$ cat src/rtl/dram_pg_pkg.sv
// Shared types and constants for the page-mode DRAM controller.
// Assumes an 8-bit control register with a 3-bit area field.
package dram_pg_pkg;
    localparam int AREA_W    = 3;
    localparam int BASE_AREA = 2;

    typedef enum logic [3:0] {
        PG_IDLE,   // RAS high, no page open
        PG_ROW,    // RAS low, row address on pins
        PG_COL,    // CAS strobe, access completes
        PG_OPEN,   // page held open, waiting
        PG_PRE,    // precharge, RAS high for T_PRE cycles
        PG_SRCAS,  // self-refresh entry: CAS low first
        PG_SRON,   // self-refresh held
        PG_SRX1,   // self-refresh exit: RAS high, CAS still low
        PG_REC     // recovery wait after self-refresh
    } pg_state_e;
endpackage

$ cat src/rtl/dram_pg_cfg.sv
// Control register: area field with write-once rule, burst, RAS retention
// and self-refresh flags. Assumes a single-cycle write strobe.
module dram_pg_cfg
    import dram_pg_pkg::*;
(
    input  logic              clk,
    input  logic              rst_n,
    input  logic              wr_en,
    input  logic [7:0]        wr_data,
    output logic [7:0]        rd_data,
    output logic [AREA_W-1:0] area_sel,
    output logic              burst_en,
    output logic              ras_keep,
    output logic              sref_en
);
    logic [1:0] wr_unused;
    assign wr_unused = {wr_data[4], wr_data[0]};

    // Register update, area field only from zero or to zero.
    always_ff @(posedge clk) begin
        if (!rst_n) begin
            area_sel <= '0;
            burst_en <= 1'b0;
            ras_keep <= 1'b0;
            sref_en  <= 1'b0;
        end else if (wr_en) begin
            if (area_sel == '0 || wr_data[7:5] == '0)
                area_sel <= wr_data[7:5];
            burst_en <= wr_data[3];
            ras_keep <= wr_data[2];
            sref_en  <= wr_data[1];
        end
    end

    // Read-back with the fixed bits.
    assign rd_data = {area_sel, 1'b1, burst_en, ras_keep, sref_en, 1'b0};

    p_area_once_r1: assert property (@(posedge clk) disable iff (!rst_n)
        (wr_en && area_sel != '0 && wr_data[7:5] != '0) |=> $stable(area_sel))
        else $error("R1 area field changed from nonzero to nonzero");
endmodule

$ cat src/rtl/dram_pg_decode.sv
// Splits a request address into area, row and column, and decides whether
// the area is DRAM from the area field. Purely combinational.
module dram_pg_decode
    import dram_pg_pkg::*;
#(
    parameter int ROW_W = 8,
    parameter int COL_W = 8,
    localparam int ADDR_W = AREA_W + ROW_W + COL_W
) (
    input  logic [ADDR_W-1:0] addr,
    input  logic [AREA_W-1:0] area_sel,
    output logic              is_dram,
    output logic [ROW_W-1:0]  row,
    output logic [COL_W-1:0]  col
);
    logic [AREA_W:0] idx_x;
    logic [AREA_W:0] lim_x;

    // Area range compare with one guard bit.
    always_comb begin
        idx_x   = {1'b0, addr[ADDR_W-1 -: AREA_W]};
        lim_x   = (AREA_W+1)'(BASE_AREA) + {1'b0, area_sel};
        is_dram = (area_sel != '0) && (idx_x >= (AREA_W+1)'(BASE_AREA)) && (idx_x < lim_x);
        row     = addr[COL_W +: ROW_W];
        col     = addr[COL_W-1:0];
    end
endmodule

$ cat src/rtl/dram_pg_seq.sv
// Access sequencer: full and page-mode accesses, precharge, RAS retention,
// column-first self-refresh entry and exit. Assumes the requester holds
// its request stable until req_ready.
module dram_pg_seq
    import dram_pg_pkg::*;
#(
    parameter int ROW_W  = 8,
    parameter int COL_W  = 8,
    parameter int DATA_W = 16,
    parameter int T_PRE  = 2,
    parameter int T_REC  = 4,
    localparam int MUX_W = (ROW_W > COL_W) ? ROW_W : COL_W,
    localparam int T_MAX = (T_PRE > T_REC) ? T_PRE : T_REC,
    localparam int CNT_W = $clog2(T_MAX + 1)
) (
    input  logic              clk,
    input  logic              rst_n,
    input  logic              burst_en,
    input  logic              ras_keep,
    input  logic              sref_en,
    input  logic              area_any,
    input  logic              stby_req,
    input  logic              req_valid,
    input  logic              req_write,
    input  logic [1:0]        req_be,
    input  logic [DATA_W-1:0] req_wdata,
    input  logic              is_dram,
    input  logic [ROW_W-1:0]  row,
    input  logic [COL_W-1:0]  col,
    input  logic [DATA_W-1:0] dq_in,
    output logic              req_ready,
    output logic [DATA_W-1:0] rsp_rdata,
    output logic              ras_n,
    output logic              ucas_n,
    output logic              lcas_n,
    output logic              we_n,
    output logic [MUX_W-1:0]  dram_addr,
    output logic [DATA_W-1:0] dq_out
);
    localparam logic [CNT_W-1:0] PRE_LOAD = CNT_W'(T_PRE - 1);
    localparam logic [CNT_W-1:0] REC_LOAD = CNT_W'(T_REC - 1);

    pg_state_e         st, st_d;
    logic [CNT_W-1:0]  cnt, cnt_d;
    logic [ROW_W-1:0]  row_q;
    logic [COL_W-1:0]  col_q;
    logic              wr_q;
    logic [1:0]        be_q;
    logic [DATA_W-1:0] wd_q;
    logic              take;
    logic              ack_nd;

    // Next-state selection; standby outranks bus requests.
    always_comb begin
        st_d   = st;
        cnt_d  = cnt;
        take   = 1'b0;
        ack_nd = 1'b0;
        case (st)
            PG_IDLE: begin
                if (stby_req) begin
                    if (sref_en && area_any) st_d = PG_SRCAS;
                end else if (req_valid) begin
                    if (is_dram) begin
                        take = 1'b1;
                        st_d = PG_ROW;
                    end else begin
                        ack_nd = 1'b1;
                    end
                end
            end
            PG_ROW: st_d = PG_COL;
            PG_COL: begin
                if (burst_en) begin
                    st_d = PG_OPEN;
                end else begin
                    st_d  = PG_PRE;
                    cnt_d = PRE_LOAD;
                end
            end
            PG_OPEN: begin
                if (stby_req || !burst_en) begin
                    st_d  = PG_PRE;
                    cnt_d = PRE_LOAD;
                end else if (req_valid) begin
                    if (is_dram && row == row_q) begin
                        take = 1'b1;
                        st_d = PG_COL;
                    end else if (is_dram) begin
                        st_d  = PG_PRE;
                        cnt_d = PRE_LOAD;
                    end else begin
                        ack_nd = 1'b1;
                        if (!ras_keep) begin
                            st_d  = PG_PRE;
                            cnt_d = PRE_LOAD;
                        end
                    end
                end
            end
            PG_PRE, PG_REC: begin
                if (cnt == '0) st_d = PG_IDLE;
                else           cnt_d = cnt - 1'b1;
            end
            PG_SRCAS: st_d = PG_SRON;
            PG_SRON:  if (!stby_req) st_d = PG_SRX1;
            PG_SRX1: begin
                st_d  = PG_REC;
                cnt_d = REC_LOAD;
            end
            default: st_d = PG_IDLE;
        endcase
    end

    // State and wait counter.
    always_ff @(posedge clk) begin
        if (!rst_n) begin
            st  <= PG_IDLE;
            cnt <= '0;
        end else begin
            st  <= st_d;
            cnt <= cnt_d;
        end
    end

    // Request capture when an access is accepted.
    always_ff @(posedge clk) begin
        if (!rst_n) begin
            row_q <= '0;
            col_q <= '0;
            wr_q  <= 1'b0;
            be_q  <= 2'b00;
            wd_q  <= '0;
        end else if (take) begin
            row_q <= row;
            col_q <= col;
            wr_q  <= req_write;
            be_q  <= req_be;
            wd_q  <= req_wdata;
        end
    end

    logic sr_cas;
    // Pin decode from the current state.
    always_comb begin
        sr_cas    = (st == PG_SRCAS) || (st == PG_SRON) || (st == PG_SRX1);
        ras_n     = !((st == PG_ROW) || (st == PG_COL) || (st == PG_OPEN) || (st == PG_SRON));
        ucas_n    = !(((st == PG_COL) && be_q[1]) || sr_cas);
        lcas_n    = !(((st == PG_COL) && be_q[0]) || sr_cas);
        we_n      = !((st == PG_COL) && wr_q);
        dram_addr = (st == PG_ROW) ? MUX_W'(row_q) : MUX_W'(col_q);
        dq_out    = wd_q;
        req_ready = (st == PG_COL) || ack_nd;
        rsp_rdata = (st == PG_COL) ? dq_in : '0;
    end

    p_full_close_r3: assert property (@(posedge clk) disable iff (!rst_n)
        (st == PG_COL && !burst_en) |=> ras_n)
        else $error("R3 RAS still low after a full access");

    p_keep_open_r6: assert property (@(posedge clk) disable iff (!rst_n)
        (st == PG_OPEN && burst_en && ras_keep && req_valid && !is_dram && !stby_req) |=> !ras_n)
        else $error("R6 page lost on a non-DRAM access");

    p_cbr_order_r7: assert property (@(posedge clk) disable iff (!rst_n)
        ($fell(ras_n) && !ucas_n && !lcas_n) |-> $past(ras_n && !ucas_n && !lcas_n))
        else $error("R7 CAS did not lead RAS on refresh entry");

    p_sr_exit_r8: assert property (@(posedge clk) disable iff (!rst_n)
        ($rose(ras_n) && !ucas_n && !lcas_n) |=> (ras_n && ucas_n && lcas_n))
        else $error("R8 CAS did not follow RAS on refresh exit");

    p_stby_block_r13: assert property (@(posedge clk) disable iff (!rst_n)
        (st == PG_IDLE && stby_req) |-> !req_ready)
        else $error("R13 access completed during standby");
endmodule

$ cat src/rtl/dram_page_ctrl.sv
// Top of the page-mode DRAM controller: control register, address decode
// and access sequencer. Assumes one DRAM of 2^(ROW_W+COL_W) 16-bit words.
module dram_page_ctrl
    import dram_pg_pkg::*;
#(
    parameter int ROW_W  = 8,
    parameter int COL_W  = 8,
    parameter int DATA_W = 16,
    parameter int T_PRE  = 2,
    parameter int T_REC  = 4,
    localparam int ADDR_W = AREA_W + ROW_W + COL_W,
    localparam int MUX_W  = (ROW_W > COL_W) ? ROW_W : COL_W
) (
    input  logic              clk,
    input  logic              rst_n,
    input  logic              cfg_we,
    input  logic [7:0]        cfg_wdata,
    output logic [7:0]        cfg_rdata,
    input  logic              stby_req,
    input  logic              req_valid,
    input  logic              req_write,
    input  logic [ADDR_W-1:0] req_addr,
    input  logic [1:0]        req_be,
    input  logic [DATA_W-1:0] req_wdata,
    output logic              req_ready,
    output logic [DATA_W-1:0] rsp_rdata,
    output logic              dram_ras_n,
    output logic              dram_ucas_n,
    output logic              dram_lcas_n,
    output logic              dram_we_n,
    output logic [MUX_W-1:0]  dram_addr,
    input  logic [DATA_W-1:0] dram_dq_in,
    output logic [DATA_W-1:0] dram_dq_out
);
    logic [AREA_W-1:0] area_sel;
    logic              burst_en, ras_keep, sref_en, is_dram;
    logic [ROW_W-1:0]  row;
    logic [COL_W-1:0]  col;

    dram_pg_cfg u_cfg (
        .clk(clk), .rst_n(rst_n), .wr_en(cfg_we), .wr_data(cfg_wdata),
        .rd_data(cfg_rdata), .area_sel(area_sel), .burst_en(burst_en),
        .ras_keep(ras_keep), .sref_en(sref_en)
    );

    dram_pg_decode #(.ROW_W(ROW_W), .COL_W(COL_W)) u_dec (
        .addr(req_addr), .area_sel(area_sel), .is_dram(is_dram),
        .row(row), .col(col)
    );

    dram_pg_seq #(
        .ROW_W(ROW_W), .COL_W(COL_W), .DATA_W(DATA_W),
        .T_PRE(T_PRE), .T_REC(T_REC)
    ) u_seq (
        .clk(clk), .rst_n(rst_n), .burst_en(burst_en), .ras_keep(ras_keep),
        .sref_en(sref_en), .area_any(area_sel != '0), .stby_req(stby_req),
        .req_valid(req_valid), .req_write(req_write), .req_be(req_be),
        .req_wdata(req_wdata), .is_dram(is_dram), .row(row), .col(col),
        .dq_in(dram_dq_in), .req_ready(req_ready), .rsp_rdata(rsp_rdata),
        .ras_n(dram_ras_n), .ucas_n(dram_ucas_n), .lcas_n(dram_lcas_n),
        .we_n(dram_we_n), .dram_addr(dram_addr), .dq_out(dram_dq_out)
    );
endmodule

$ cat config.mk
export PLATFORM = sky130hd
export DESIGN_NAME = dram_page_ctrl
export DESIGN_NICKNAME = d
export VERILOG_FILES = /design/src/rtl/dram_pg_pkg.sv /design/src/rtl/dram_pg_cfg.sv /design/src/rtl/dram_pg_decode.sv /design/src/rtl/dram_pg_seq.sv /design/src/rtl/dram_page_ctrl.sv
export SDC_FILE = /design/constraint.sdc
export NUM_CORES = 1
export LEC_CHECK = 0
export ABC_CLOCK_PERIOD_IN_PS = 3600
export BUFFER_PORTS_ARGS = -buffer_cell sky130_fd_sc_hd__clkbuf_2
export CAP_MARGIN = 20
export CORE_MARGIN = 2
export CORE_UTILIZATION = 51
export CTS_CLUSTER_DIAMETER = 150
export DETAILED_ROUTE_END_ITERATION = 12
export PLACE_DENSITY = 0.86
export SLEW_MARGIN = 0
export SYNTH_ARGS = -nofsm -noshare
export SYNTH_HDL_FRONTEND = slang
export SYNTH_SLANG_ARGS = --single-unit
$ cat constraint.sdc
create_clock -name clk -period 3.6 [get_ports clk]
set_input_delay 0 -clock clk [delete_from_list [all_inputs] [get_ports clk]]
set_output_delay 0 -clock clk [all_outputs]
set_load 0.01 [all_outputs]
==> run metrics <==
WP data required=3.82 ns; fill count=354; leading area contributor after synthesis=dfxtp_1; Post-Syn Instances=342; H-tree levels=2; most common cell after layout, fill and taps aside=clkbuf_2; fin nets=549; dpl cell area=0.00314 mm²; Setup WS post-layout=0.856 ns; CTS buffer count=5; Crit path arrival time=2.97 ns; # setup viols final=0; post-synth top area share=0.367; Switch Pwr=0.553 mW; Clock Latency Late Sink=0.31 ns; dominant synthesized flop cell=dfxtp_1; Port Buffer Count=115; setup_tns=0 ns; Max Cap Viol=0; DR pass1 iterations=5; die area=0.00572 mm²; sw frac=0.372; core area=0.00504 mm²; Ys Warns=0; status=complete, no violations; EDFF count, synth=0; Async SR Flop Fraction=0; Comb power frac=0.347; Syn Area/Cell=7.65 µm²; Post-route DRC=0; internal power=0.932 mW; Peak supply drop=0.223 mV; Hold Path End=u_cfg.area_sel[0]; vias in the first global route=2634; Seq. cell area=961 µm²; RSZ-0062 raised after global routing=no; Max Clk Rate=364 MHz; Cell Area, Synth=0.00262 mm²; worst slack, placed=1.00 ns; syn_nets=414; final hold vios=0; Multi-input gate area=0.00148 mm²; clk root buf=clkbuf_8; largest net degree at the start of global routing=71; #FFs+latches synth=48; grt ovf=0; CP startpoint kind=flop; crit share post-route=0.762; CTS Buffer Depth=2; detailed-route via count=2965; Inserted Diodes=0; cell area power density=408 mW/mm²; GRT Total Usage=0.256; most frequent cells in the layout=clkbuf_2 (115), nand2_1 (56), dfxtp_1 (48), nand3_1 (41), dlygate4sd3_1 (41); Rel. slew slack=0.359; Worst Hold Class=input port to flop; Sink Count=48; Hold Path Stages=3; Leak=1.69 nW; Via density=5.41; final non-filler cell area=0.00364 mm²; post-cts sizing count=0; CP Class=flop to flop; # rows=26; Horiz. Die Dim=75.6 µm; drt wl/cell=13.6 µm; Iter 0 DRT Violations=168; IO Count=120; layout cell share with drive strength beyond 1=0.285; TritonCTS clock tree=done; CTS clk-pin slew, worst paths=0.09 ns; CP max FO=70; Netlist cell types=45; Worst R2R Start=u_seq.st[1]; sequential share of power=0.426; antenna violations before repair=0; area added between synthesis and finish=39.2%; fin. max-slew vios=0; WHS=0.0411 ns; first-pass GRT wire length=11400 µm; worst flop-to-flop path endpoint=u_seq.col_q[6]; GP Congestion=0.819; r2r setup slk=0.86 ns; post-route ant nets=0; Setup Buffers After CTS=0; Tmin final=2.74 ns; HP Start=cfg_we; Die Ht=75.6 µm; R2R depth=7; starting density of the core=0.519; Clk pwr share=0.227; post-detail-place hpwl=4570 µm; Total Wirelength=7440 µm; register area share after synthesis=0.367; cells taking the most area after synthesis=dfxtp_1 (37%), nand2_1 (8.0%), nand3_1 (7.8%); skew final=0.00535 ns; Worst Max-Slew Pin Slew=0.954 ns; CP Capture Type=flop
[worst max path at each step]
stage / from / to / slack, ns
3_3_place_gp: u_seq.st[1] / u_seq.dq_out[8] / 1.13
5_1_grt: u_seq.st[1] / u_seq.col_q[6] / 0.57
6_report: u_seq.st[1] / u_seq.col_q[6] / 0.86
3_5_place_dp: u_seq.st[1] / u_seq.dq_out[0] / 1.00
4_1_cts: u_seq.st[0] / dram_addr[5] / 0.90
2_1_floorplan: u_cfg.area_sel[1] / u_seq.cnt[2] / 1.52
[per-layer routing]
metal,up-vias,part of all wire,GRT usage
met3,22,0.070,0.0582
met1,1339,0.40,0.294
met2,145,0.51,0.462
met5,-,0,0
met4,0,0.025,0.0936
li1,1459,-,-
[power groups by stage]
stage | clock network [mW] | registers, mW | logic, mW
global placement | 0 | 0.639 | 0.453
finish | 0.337 | 0.633 | 0.515
global route | 0.363 | 0.642 | 0.577
detailed placement | 0 | 0.643 | 0.468
floorplan | 0 | 0.598 | 0.379
CTS | 0.339 | 0.631 | 0.506
[worst max-delay path: stages (launching register included)]
cell and delay (ns):
dfxtp_1 0.69, nor3b_4 0.60, and3_1 0.29, a31oi_1 0.13, nor2_4 0.11, buf_4 0.50
nand3_1 0.19, o21ai_0 0.13
[cell usage after synthesis (all sizes together) (2+ instances only)]
| cell | instances |
|---|---|
| dfxtp | 48 |
| xor2 | 9 |
| a21o | 2 |
| buf | 12 |
| and3 | 17 |
| nor4 | 4 |
| o211ai | 2 |
| nor3b | 4 |
| mux2 | 8 |
| nor3 | 8 |
| mux2i | 6 |
| a31oi | 4 |
| ha | 5 |
| inv | 6 |
| nand2b | 2 |
| nor2b | 3 |
| a21oi | 9 |
| o21ai | 41 |
| nand3 | 41 |
| conb | 2 |
| clkbuf | 18 |
| nand2 | 56 |
| nor2 | 18 |
| o22ai | 2 |
[flip-flops by register name, indices dropped and copies added, names as in the netlist]
register        count
u_seq.dq_out       16
u_seq.col_q         8
u_seq.row_q         8
u_seq.st            4
u_cfg.area_sel      3
u_seq.cnt           3
u_seq.be_q          2
u_cfg.burst_en      1
u_cfg.ras_keep      1
u_cfg.sref_en       1
u_seq.wr_q          1
[through the flow]
step                      power (mW)  instances   util
final                           1.49        548  0.722
after global routing            1.58        548  0.722
after CTS                       1.48        548  0.722
after detailed placement        1.11        499  0.623
after global placement          1.09        499  0.623
after floorplan                0.977        342      -
[what timing repair did]
action	CTS	global route
hold buffers	41	0
endpoints found under the hold margin	41	0
endpoints found under the setup margin	0	0
[logic make-up (layout without fill, tap and decap cells)]
family / Yosys count / in the layout / share of synthesized area
buffers and inverters: 37 / 173 / 0.0689
flip-flops: 48 / 48 / 0.367
adder cells (fa/ha/maj): 5 / 5 / 0.0239
XOR/XNOR: 9 / 9 / 0.0301
multiplexers: 14 / 14 / 0.0574
AND/OR/NAND/NOR: 159 / 159 / 0.302
AO/OA/AOI/OAI: 68 / 68 / 0.148
other: 2 / 2 / 0.00287
[final cells by class]
class / instances / area share
Tap cell: 70 / 0.0240
Clock buffer: 5 / 0.0189
Clock inverter: 3 / 0.00618
Timing Repair Buffer: 158 / 0.275
Sequential cell: 48 / 0.264
Multi-Input combinational cell: 257 / 0.405
Inverter: 7 / 0.00721
Note: power is estimated with default switching activity, not from simulation.
